## config.mk

```make
export PLATFORM = sky130hd
export DESIGN_NAME = home_dir_ctrl
export DESIGN_NICKNAME = d
export VERILOG_FILES = /design/src/rtl/hdir_pkg.sv /design/src/rtl/hdir_lowbit.sv /design/src/rtl/hdir_mem.sv /design/src/rtl/home_dir_ctrl.sv
export SDC_FILE = /design/constraint.sdc
export NUM_CORES = 1
export LEC_CHECK = 0
export CORE_MARGIN = 1
export CORE_UTILIZATION = 60
export CTS_BUF_LIST = sky130_fd_sc_hd__clkbuf_4
export DETAILED_ROUTE_END_ITERATION = 7
export DONT_BUFFER_PORTS = 1
export GPL_TIMING_DRIVEN = 0
export HOLD_SLACK_MARGIN = 0.12
export PLACE_DENSITY = 0.77
export SLEW_MARGIN = 15
export SYNTH_ARGS = -nofsm -noshare
export SYNTH_HDL_FRONTEND = slang
export SYNTH_SLANG_ARGS = --single-unit
export TNS_END_PERCENT = 10
```

## constraint.sdc

```tcl
create_clock -name clk -period 6.65 [get_ports clk]
set_input_delay 0.665 -clock clk [delete_from_list [all_inputs] [get_ports clk]]
set_output_delay 0.665 -clock clk [all_outputs]
set_load 0.01 [all_outputs]
```

## src/rtl/hdir_pkg.sv

```systemverilog
package hdir_pkg;
  typedef enum logic [1:0] {D_UNC = 2'd0, D_SHD = 2'd1, D_EXC = 2'd2} dstate_t;
  typedef enum logic [2:0] {C_IDLE, C_DECIDE, C_INV, C_WAIT, C_REPLY} cstate_t;

  localparam logic [1:0] RQ_READ  = 2'd0;
  localparam logic [1:0] RQ_WRITE = 2'd1;
  localparam logic [1:0] RQ_WBACK = 2'd2;

  localparam logic [1:0] MS_INV   = 2'd0;
  localparam logic [1:0] MS_FETCH = 2'd1;
  localparam logic [1:0] MS_FINV  = 2'd2;
  localparam logic [1:0] MS_REPLY = 2'd3;
endpackage

```

## src/rtl/hdir_lowbit.sv

```systemverilog
module hdir_lowbit #(
  parameter int W  = 4,
  parameter int IW = 2
) (
  input  logic [W-1:0]  vec,
  output logic [IW-1:0] idx
);
  // lowest set bit wins: scan from the top so the last hit is the lowest
  always_comb begin
    idx = '0;
    for (int i = W - 1; i >= 0; i--) begin
      if (vec[i]) idx = IW'(i);
    end
  end
endmodule

```

## src/rtl/hdir_mem.sv

```systemverilog
module hdir_mem #(
  parameter int DW    = 16,
  parameter int DEPTH = 8,
  parameter int AW    = 3
) (
  input  logic          clk,
  input  logic          we,
  input  logic [AW-1:0] waddr,
  input  logic [DW-1:0] wdata,
  input  logic [AW-1:0] raddr,
  output logic [DW-1:0] rdata
);
  logic [DW-1:0] ram [DEPTH];

  always_ff @(posedge clk) begin
    if (we) ram[waddr] <= wdata;
    rdata <= ram[raddr];
  end
endmodule

```

## src/rtl/home_dir_ctrl.sv

```systemverilog
module home_dir_ctrl
  import hdir_pkg::*;
#(
  parameter int NPROC = 4,
  parameter int NBLK  = 8,
  parameter int DW    = 16,
  localparam int PW   = (NPROC > 1) ? $clog2(NPROC) : 1,
  localparam int AW   = (NBLK > 1) ? $clog2(NBLK) : 1
) (
  input  logic          clk,
  input  logic          rst,
  input  logic          req_valid,
  output logic          req_ready,
  input  logic [1:0]    req_op,
  input  logic [PW-1:0] req_proc,
  input  logic [AW-1:0] req_addr,
  input  logic [DW-1:0] req_data,
  input  logic          fwb_valid,
  input  logic [DW-1:0] fwb_data,
  output logic          msg_valid,
  output logic [1:0]    msg_op,
  output logic [PW-1:0] msg_dest,
  output logic [AW-1:0] msg_addr,
  output logic [DW-1:0] msg_data
);
  localparam logic [NPROC-1:0] ONE_P = NPROC'(1);

  cstate_t           state;
  dstate_t           dir_st [NBLK];
  logic [NPROC-1:0]  dir_sh [NBLK];

  logic [1:0]        cur_op;
  logic [PW-1:0]     cur_proc;
  logic [AW-1:0]     cur_addr;
  logic [DW-1:0]     cur_data;
  logic [NPROC-1:0]  pend;
  logic [DW-1:0]     hold_data;
  logic              hold_use;

  dstate_t           ent_st;
  logic [NPROC-1:0]  ent_sh;
  logic [NPROC-1:0]  req_bit;
  logic [PW-1:0]     owner_idx;
  logic [PW-1:0]     inv_idx;
  logic [NPROC-1:0]  pend_next;
  logic              mem_we;
  logic [DW-1:0]     mem_wdata;
  logic [DW-1:0]     mem_rdata;
  logic              wb_accept;

  assign req_ready = (state == C_IDLE);
  assign ent_st    = dir_st[cur_addr];
  assign ent_sh    = dir_sh[cur_addr];
  assign req_bit   = ONE_P << cur_proc;
  assign pend_next = pend & ~(ONE_P << inv_idx);
  assign wb_accept = (state == C_DECIDE) && (cur_op == RQ_WBACK) &&
                     (ent_st == D_EXC) && ent_sh[cur_proc];
  assign mem_we    = wb_accept || ((state == C_WAIT) && fwb_valid);
  assign mem_wdata = (state == C_WAIT) ? fwb_data : cur_data;

  hdir_lowbit #(.W(NPROC), .IW(PW)) u_owner (.vec(ent_sh), .idx(owner_idx));
  hdir_lowbit #(.W(NPROC), .IW(PW)) u_inv   (.vec(pend),   .idx(inv_idx));

  hdir_mem #(.DW(DW), .DEPTH(NBLK), .AW(AW)) u_mem (
    .clk   (clk),
    .we    (mem_we),
    .waddr (cur_addr),
    .wdata (mem_wdata),
    .raddr (cur_addr),
    .rdata (mem_rdata)
  );

  always_ff @(posedge clk) begin
    if (rst) begin
      state     <= C_IDLE;
      msg_valid <= 1'b0;
      msg_op    <= MS_INV;
      msg_dest  <= '0;
      msg_addr  <= '0;
      msg_data  <= '0;
      cur_op    <= RQ_READ;
      cur_proc  <= '0;
      cur_addr  <= '0;
      cur_data  <= '0;
      pend      <= '0;
      hold_data <= '0;
      hold_use  <= 1'b0;
      for (int b = 0; b < NBLK; b++) begin
        dir_st[b] <= D_UNC;
        dir_sh[b] <= '0;
      end
    end else begin
      msg_valid <= 1'b0;
      case (state)
        C_IDLE: begin
          if (req_valid) begin
            cur_op   <= req_op;
            cur_proc <= req_proc;
            cur_addr <= req_addr;
            cur_data <= req_data;
            hold_use <= 1'b0;
            state    <= C_DECIDE;
          end
        end
        C_DECIDE: begin
          case (cur_op)
            RQ_READ: begin
              if (ent_st == D_EXC) begin
                msg_valid <= 1'b1;
                msg_op    <= MS_FETCH;
                msg_dest  <= owner_idx;
                msg_addr  <= cur_addr;
                msg_data  <= '0;
                state     <= C_WAIT;
              end else begin
                dir_sh[cur_addr] <= (ent_st == D_SHD) ? (ent_sh | req_bit) : req_bit;
                dir_st[cur_addr] <= D_SHD;
                state            <= C_REPLY;
              end
            end
            RQ_WRITE: begin
              if (ent_st == D_EXC) begin
                msg_valid <= 1'b1;
                msg_op    <= MS_FINV;
                msg_dest  <= owner_idx;
                msg_addr  <= cur_addr;
                msg_data  <= '0;
                state     <= C_WAIT;
              end else if ((ent_st == D_SHD) && ((ent_sh & ~req_bit) != '0)) begin
                pend  <= ent_sh & ~req_bit;
                state <= C_INV;
              end else begin
                dir_sh[cur_addr] <= req_bit;
                dir_st[cur_addr] <= D_EXC;
                state            <= C_REPLY;
              end
            end
            default: begin
              if (wb_accept) begin
                dir_sh[cur_addr] <= '0;
                dir_st[cur_addr] <= D_UNC;
              end
              state <= C_IDLE;
            end
          endcase
        end
        C_INV: begin
          msg_valid <= 1'b1;
          msg_op    <= MS_INV;
          msg_dest  <= inv_idx;
          msg_addr  <= cur_addr;
          msg_data  <= '0;
          pend      <= pend_next;
          if (pend_next == '0) begin
            dir_sh[cur_addr] <= req_bit;
            dir_st[cur_addr] <= D_EXC;
            state            <= C_REPLY;
          end
        end
        C_WAIT: begin
          if (fwb_valid) begin
            hold_data <= fwb_data;
            hold_use  <= 1'b1;
            if (cur_op == RQ_READ) begin
              dir_sh[cur_addr] <= ent_sh | req_bit;
              dir_st[cur_addr] <= D_SHD;
            end else begin
              dir_sh[cur_addr] <= req_bit;
              dir_st[cur_addr] <= D_EXC;
            end
            state <= C_REPLY;
          end
        end
        C_REPLY: begin
          msg_valid <= 1'b1;
          msg_op    <= MS_REPLY;
          msg_dest  <= cur_proc;
          msg_addr  <= cur_addr;
          msg_data  <= hold_use ? hold_data : mem_rdata;
          state     <= C_IDLE;
        end
        default: state <= C_IDLE;
      endcase
    end
  end

  // invalidates and fetches only appear while a request is in flight
  a_r10_ctl_busy: assert property (@(posedge clk) disable iff (rst)
    (msg_valid && msg_op != MS_REPLY) |-> (state != C_IDLE));

  // the reply is the last message, the controller is idle when it shows
  a_r10_reply_last: assert property (@(posedge clk) disable iff (rst)
    (msg_valid && msg_op == MS_REPLY) |-> (state == C_IDLE));

  // each cycle in the invalidate phase retires exactly one sharer
  a_r5_one_inv: assert property (@(posedge clk) disable iff (rst)
    (state == C_INV) |=> ($countones(pend) == $countones($past(pend)) - 1));

  // waiting for owner data only after a fetch went out
  a_r6_wait_after_fetch: assert property (@(posedge clk) disable iff (rst)
    (state == C_DECIDE) ##1 (state == C_WAIT) |->
      (msg_valid && (msg_op == MS_FETCH || msg_op == MS_FINV)));

  // an exclusive block always has exactly one owner
  a_r3_one_owner: assert property (@(posedge clk) disable iff (rst)
    (ent_st == D_EXC) |-> ($countones(ent_sh) == 1));

  // a replied block is held by someone afterwards
  a_r2_reply_cached: assert property (@(posedge clk) disable iff (rst)
    (msg_valid && msg_op == MS_REPLY) |-> (ent_st != D_UNC && ent_sh[msg_dest]));
endmodule

```

======== Yosys cells after proc, flatten, opt, wreduce, memory -nomap -nowiden ========
Memory sizes are Yosys's and may differ from the RTL's. A register that Yosys moved wholly into a read port is not among the register bits.
Index checks and enable logic that the tools add are counted.
word-level totals
  memories ................................ 3
  flip-flop bits (word level) ............. 71
  bits in read-only memories .............. 0
  RAM bits ................................ 176
  output and inout port bits .............. 25
  logic and storage cells ................. 177
  input bits .............................. 43
  latch bits .............................. 0
memories
  name       words  bits a word  read ports  clocked after Yosys merged registers in  write ports  line                 text
  u_mem.ram  8      16           1           1                                        1            hdir_mem.sv:13       logic [DW-1:0] ram [DEPTH];
  dir_sh     8      4            1           1                                        8            home_dir_ctrl.sv:30  logic [NPROC-1:0] dir_sh [NBLK];
  dir_st     8      2            1           1                                        8            home_dir_ctrl.sv:29  dstate_t dir_st [NBLK];
cells by class
  multiplexer cells ....................... 98
  div/mod/pow operators ................... 0
  order comparisons ....................... 1
  add/sub/neg operators ................... 0
  multiply operators ...................... 0
  eq/ne operators ......................... 19
  shift-type cells ........................ 2
  reduce and logical (&&, ||, !) cells .... 26
  bitwise operators ....................... 15
operators by type and width
  cell                   number
  $mux W16               4
  $pmux W16 S3           1
  $mux W3                14
  $mux W1                41
  $mux W4                10
  $mux W2                18
  $pmux W2 S3            2
  $pmux W3 S2            2
  $pmux W3 S4            1
  $reduce_and A3 Y1      4
  $ne A2 B2 Y1 const B   5
  $or A1 B1 Y1           10
  $and A4 B4 Y4          2
  $not A4 Y4             2
  $pmux W4 S2            1
  $reduce_and A4 Y1      2
  $shl A1 B2 Y4 const A  2
  $eq A3 B2 Y1 const B   2
  $ne A2 B1 Y1 const B   3
  $ne A3 B3 Y1 const B   2
  $reduce_bool A2 Y1     3
  $reduce_or A2 Y1       3
  $logic_and A1 B1 Y1    5
  $eq A2 B1 Y1 const B   2
  other kinds (17)       20

======== Logic depth before layout (Yosys ltp) ========
  depth in word-level cells ............... 18
  gate-level depth with buffers ........... 10
  depth with buffers taken out ............ 6

======== By module ========
A second synthesis with hierarchy kept.
second synthesis, totals
  cells, all modules ...................... 855
  area, all modules ....................... 11278.3 sq um
by module, submodules not included
  module         cells an instance  area an instance (sq um)  times used
  home_dir_ctrl  631                5929.4                    1
  hdir_mem       214                5293.8                    1
  hdir_lowbit    5                  27.5                      2

======== Least setup slack after synthesis ========
Ideal clock, no wire load.
  path kind ............................... register to register
  start point ............................. register with a tool-made name
  end point ............................... memory u_mem.ram[0][0] (enable)
  data required time ...................... 6.261 ns
  setup slack ............................. 3.436 ns
  path buffers ............................ 3
  period minus slack after synthesis ...... 3.214 ns
  arrival ................................. 2.826 ns
  stages on the path, launching flop included .. 10
  cells stage by stage .................... dfxtp_1 > buf_2 > buf_2 > inv_1 > a311oi_1 > nor4_1 > and2_0 > clkbuf_1 > a41oi_1 > nor2_1
RTL lines
  element        line
  end, declared  hdir_mem.sv:13

==> impl_table.tex <==
\begin{tabular}{lr}
\hline
Metric & Value \\
\hline
\multicolumn{2}{l}{\textbf{Placed design}} \\
\quad Routability congestion estimate from global placement & 0.885 \\
\quad Cell area after placement & $\sim$11000 um2 \\
\quad Buffers on Ports & 0 \\
\quad Worst slack at placement & 2.69 ns \\
\quad Post-detailed-placement half-perimeter wirelength & approximately 19 mm \\
\multicolumn{2}{l}{\textbf{Synthesis}} \\
\quad Average instance area after synthesis & roughly 12 um2 \\
\quad Cell variety after synth & 58 \\
\quad Dominant synthesized flop cell & sky130\_fd\_sc\_hd\_\_edfxtp\_1 \\
\quad Warnings from Yosys & 0 \\
\quad FF+latch count, synth & approximately 270 \\
\quad Part of the Yosys area used for sequential elements & between 60\% and 70\% \\
\quad Post-synth EDFFs & about 180 \\
\quad Post-synthesis instance total & between 800 and 900 \\
\quad Syn Nets & 918 \\
\quad Synthesized cell area & 10700 um2 \\
\quad Fraction of synthesis flops using an asynchronous set or reset pin & 0\% \\
\multicolumn{2}{l}{\textbf{Critical path}} \\
\quad Number of cells on the worst reg-to-reg path & 10 \\
\quad Critical path destination & u\_mem.ram[0][5] \\
\quad Required arrival time at the worst endpoint & 7.03 ns \\
\quad Critical Path Source Type & register \\
\quad Crit path kind & register to register \\
\quad R2R Setup Slk & 2.56 ns \\
\quad Largest driver fanout on the critical path & 10 \\
\quad Crit end category & register \\
\quad CP arrival & around 4.5 ns \\
\quad Crit Reg-Reg Endpoint & u\_mem.ram[0][5] \\
\multicolumn{2}{l}{\textbf{Clocking}} \\
\quad Root Buffer & sky130\_fd\_sc\_hd\_\_clkbuf\_4 \\
\quad Clock H-tree levels & 3 \\
\quad Latest clock arrival within the worst-skew pair & approximately 0.70 ns \\
\quad Worst-case clock buffer depth & 3 \\
\quad Number of buffers added by the clock tree synthesis step & 69 \\
\quad Clock tree from TritonCTS & yes \\
\quad Number of setup buffers added after CTS & 0 \\
\quad Clock transition at the registers of the reported paths & 0.07 ns \\
\quad Number of clock sinks & approximately 270 \\
\multicolumn{2}{l}{\textbf{Power}} \\
\quad Static leakage & 4.18 nW \\
\quad Pwr/cell area & a little over 300 nW/um2 \\
\quad VDD IR-drop max & $\sim$0.21 mV \\
\multicolumn{2}{l}{\textbf{Routing}} \\
\quad WL met2 & around 14 mm \\
\quad Antenna Nets Post-Route & 0 \\
\quad Vias per inst & roughly 6.4 \\
\quad Final routed wire length divided by cell count & 23.1 um \\
\quad First-pass DRT Iterations & 7 \\
\quad Post-detailed-routing wire length & around 29 mm \\
\quad Top Layer Used & met4 \\
\quad Metal3 WL & a little over 4 mm \\
\quad Met1 layer wirelength in the final routing & $\sim$11 mm \\
\quad DRC violation total after the first TritonRoute iteration & 900 \\
\quad Post-detailed-route DRC marker count & 0 \\
\quad Overall via count from detail\_route & approximately 8100 \\
\multicolumn{2}{l}{\textbf{Timing}} \\
\quad Unrepaired setup endpoints after global routing & no \\
\quad Final setup margin & $\sim$2.6 ns \\
\quad Final cycle utilization of the critical path & a little over 60\% \\
\quad Maximum clock frequency & approximately 240 MHz \\
\quad Slew Limit Fails & 0 \\
\quad Slew at the pin with the worst max-slew slack & about 1.3 ns \\
\quad Relative max-transition margin & $\sim$16\% \\
\quad Number of hold violations in the final report & 0 \\
\quad Summed negative setup slack over all endpoints & 0 ns \\
\quad Layout Skew & between 0.03 and 0.04 ns \\
\quad Final number of setup-violating endpoints & 0 \\
\quad Time the worst path needs with I/O delays and setup & between 4 and 5 ns \\
\multicolumn{2}{l}{\textbf{Die}} \\
\quad Die extent in x & $\sim$140 um \\
\quad Core area & around 17000 um2 \\
\quad Boundary pin count & 68 \\
\quad Initial standard-cell utilization of the core & around three fifths \\
\quad Die boundary height & about 140 um \\
\quad DIE AREA & $\sim$18000 um2 \\
\quad Number of placement rows & 48 \\
\multicolumn{2}{l}{\textbf{Global routing}} \\
\quad Antenna violations before repair & 2 \\
\quad First-pass GRT wire length & approximately 43 mm \\
\quad Largest net degree at the start of global routing & 14 \\
\quad All-layer global routing usage & between 30 and 40\% \\
\quad Global route total overflow & 0 \\
\quad Vias in the first global route & approximately 7700 \\
\multicolumn{2}{l}{\textbf{Run}} \\
\quad Count of max-cap constraint violations & 0 \\
\multicolumn{2}{l}{\textbf{Cells and area}} \\
\quad Final standard cell area without fillers & 12300 um2 \\
\quad Fraction of final layout cells with drive strength greater than 1 & between 15 and 20\% \\
\quad Area growth from synthesis to layout & 15.2\% \\
\quad Final nets & just over 1000 \\
\multicolumn{2}{l}{\textbf{Min path}} \\
\quad Kind of path behind the tightest hold check & input pin to register \\
\multicolumn{2}{l}{\textbf{Status}} \\
\quad Status & finished clean \\
\hline
\end{tabular}
## worst max-delay path, cell delays in order, from the launching register on
cell	delay, ns
sky130_fd_sc_hd__dfxtp_1	0.29
sky130_fd_sc_hd__buf_2	0.20
sky130_fd_sc_hd__buf_2	0.23
sky130_fd_sc_hd__inv_1	0.12
sky130_fd_sc_hd__a311oi_1	0.10
sky130_fd_sc_hd__nor4_1	0.78
sky130_fd_sc_hd__and2_0	0.22
sky130_fd_sc_hd__clkbuf_1	0.31
sky130_fd_sc_hd__a41oi_1	0.56
sky130_fd_sc_hd__nor2_2	0.74
sky130_fd_sc_hd__buf_8	0.24
## where the power goes
group	switching [mW]	internal [mW]	total (mW)
Clock	0.676	0.761	1.44
Combinational	0.310	0.149	0.459
Sequential	0.0389	1.85	1.89
Total	1.03	2.76	3.78
## cells in the mapped netlist (7+ instances only)
master,count,area [um2]
sky130_fd_sc_hd__inv_1,9,33.8
sky130_fd_sc_hd__nor3b_1,7,52.6
sky130_fd_sc_hd__mux4_1,7,184
sky130_fd_sc_hd__nand2_1,141,529
sky130_fd_sc_hd__mux2_2,21,236
sky130_fd_sc_hd__nor2b_1,11,68.8
sky130_fd_sc_hd__a22oi_1,81,608
sky130_fd_sc_hd__nand4_1,16,100
sky130_fd_sc_hd__clkbuf_1,52,195
sky130_fd_sc_hd__nor3_1,17,85.1
sky130_fd_sc_hd__edfxtp_1,176,5290
sky130_fd_sc_hd__nor2_1,63,236
sky130_fd_sc_hd__dfxtp_1,90,1800
sky130_fd_sc_hd__a21oi_1,62,310
sky130_fd_sc_hd__nor4_1,33,206
## state kept, by name, indices dropped and copies added, names as in the netlist, 3 cells and up, named ones only
name	flops
u_mem.ram	128
dir_sh	32
cur_data	16
dir_st	16
hold_data	16
msg_data	16
u_mem.rdata	16
pend	4
cur_addr	3
msg_addr	3
state	3
## per-layer routing
metal	track usage (%)	up-vias
met3	10.1	73
met5	0	-
met1	42.9	3840
li1	-	3574
met2	49.9	598
met4	12.0	0
## placed cells by master, fill, tap and decap left out, drive strengths merged, types with 3 or more instances in the layout
cell / synthesis / final
inv: 9 / 10
a22oi: 81 / 81
mux2: 21 / 21
o32a: 4 / 4
a2111oi: 3 / 3
and2: 3 / 3
a41oi: 3 / 3
clkbuf: 52 / 156
clkinv: 2 / 19
nand3b: 3 / 3
o21ai: 4 / 4
a21oi: 62 / 62
edfxtp: 176 / 176
nand4: 16 / 16
nor3: 17 / 17
mux4: 11 / 11
dfxtp: 90 / 90
nor3b: 7 / 7
dlygate4sd3: 0 / 28
nor2: 63 / 63
a311oi: 3 / 3
and3b: 3 / 3
nand2: 141 / 141
nand3: 3 / 3
or3b: 3 / 3
buf: 10 / 18
mux2i: 5 / 5
a211oi: 4 / 4
nor2b: 11 / 11
or3: 5 / 5
nor4: 33 / 33
## kinds of logic (layout without fill, tap and decap cells)
group                      count (synthesis)  in the layout  share of synthesized area (%)
and+or+nand+nor                          317            317                           13.9
DFF                                      266            266                           66.2
AOI/OAI and AO/OA                        180            180                           11.6
buffers and inverters                     73            234                           2.98
muxes                                     37             37                           5.23
adders and majority gates                  1              1                         0.0935
xor gates and xnor gates                   1              1                         0.0818
other                                      0              2                              0
## final cells by class
cell class | count | area (um2)
diodes | 2 | 5.00
multi-input cells | 536 | 3340
clock buffers | 104 | 781
flip-flops and latches | 266 | 7090
repair buffers | 36 | 393
inverters | 11 | 41.3
clock inverters | 21 | 128
fillers | 1125 | 5020
plain buffers | 62 | 278
well taps | 225 | 282
## what timing repair did
| item | in CTS | in global routing |
|---|---|---|
| gates resized for setup | 0 | 0 |
| hold endpoints to repair | 23 | 5 |
| hold buffers | 23 | 5 |
## how the worst min path moves through the flow
stage	slack (ns)	end	from	depth (start not counted)
after detailed placement	0.44	hold_data[8]	hold_data[8]	2
after floorplan	0.43	hold_data[0]	hold_data[0]	2
after CTS	0.12	hold_data[1]	fwb_data[1]	2
after global placement	0.44	hold_data[8]	hold_data[8]	2
final	0.14	cur_data[7]	req_data[7]	2
after global routing	0.12	hold_data[8]	fwb_data[8]	2
## stage by stage
| stage | power, mW | utilization (%) | hold WS (ns) | instances |
|---|---|---|---|---|
| finish | 3.78 | 71.1 | 0.139 | 1263 |
| global route | 3.91 | 71.0 | 0.120 | 1262 |
| CTS | 3.77 | 70.7 | 0.121 | 1256 |
| detailed placement | 2.35 | 64.2 | 0.444 | 1108 |
| global placement | 2.34 | 63.3 | 0.440 | 1100 |
| floorplan | 2.21 | - | 0.433 | 875 |
No activity file was read; power rests on OpenSTA's default activity.
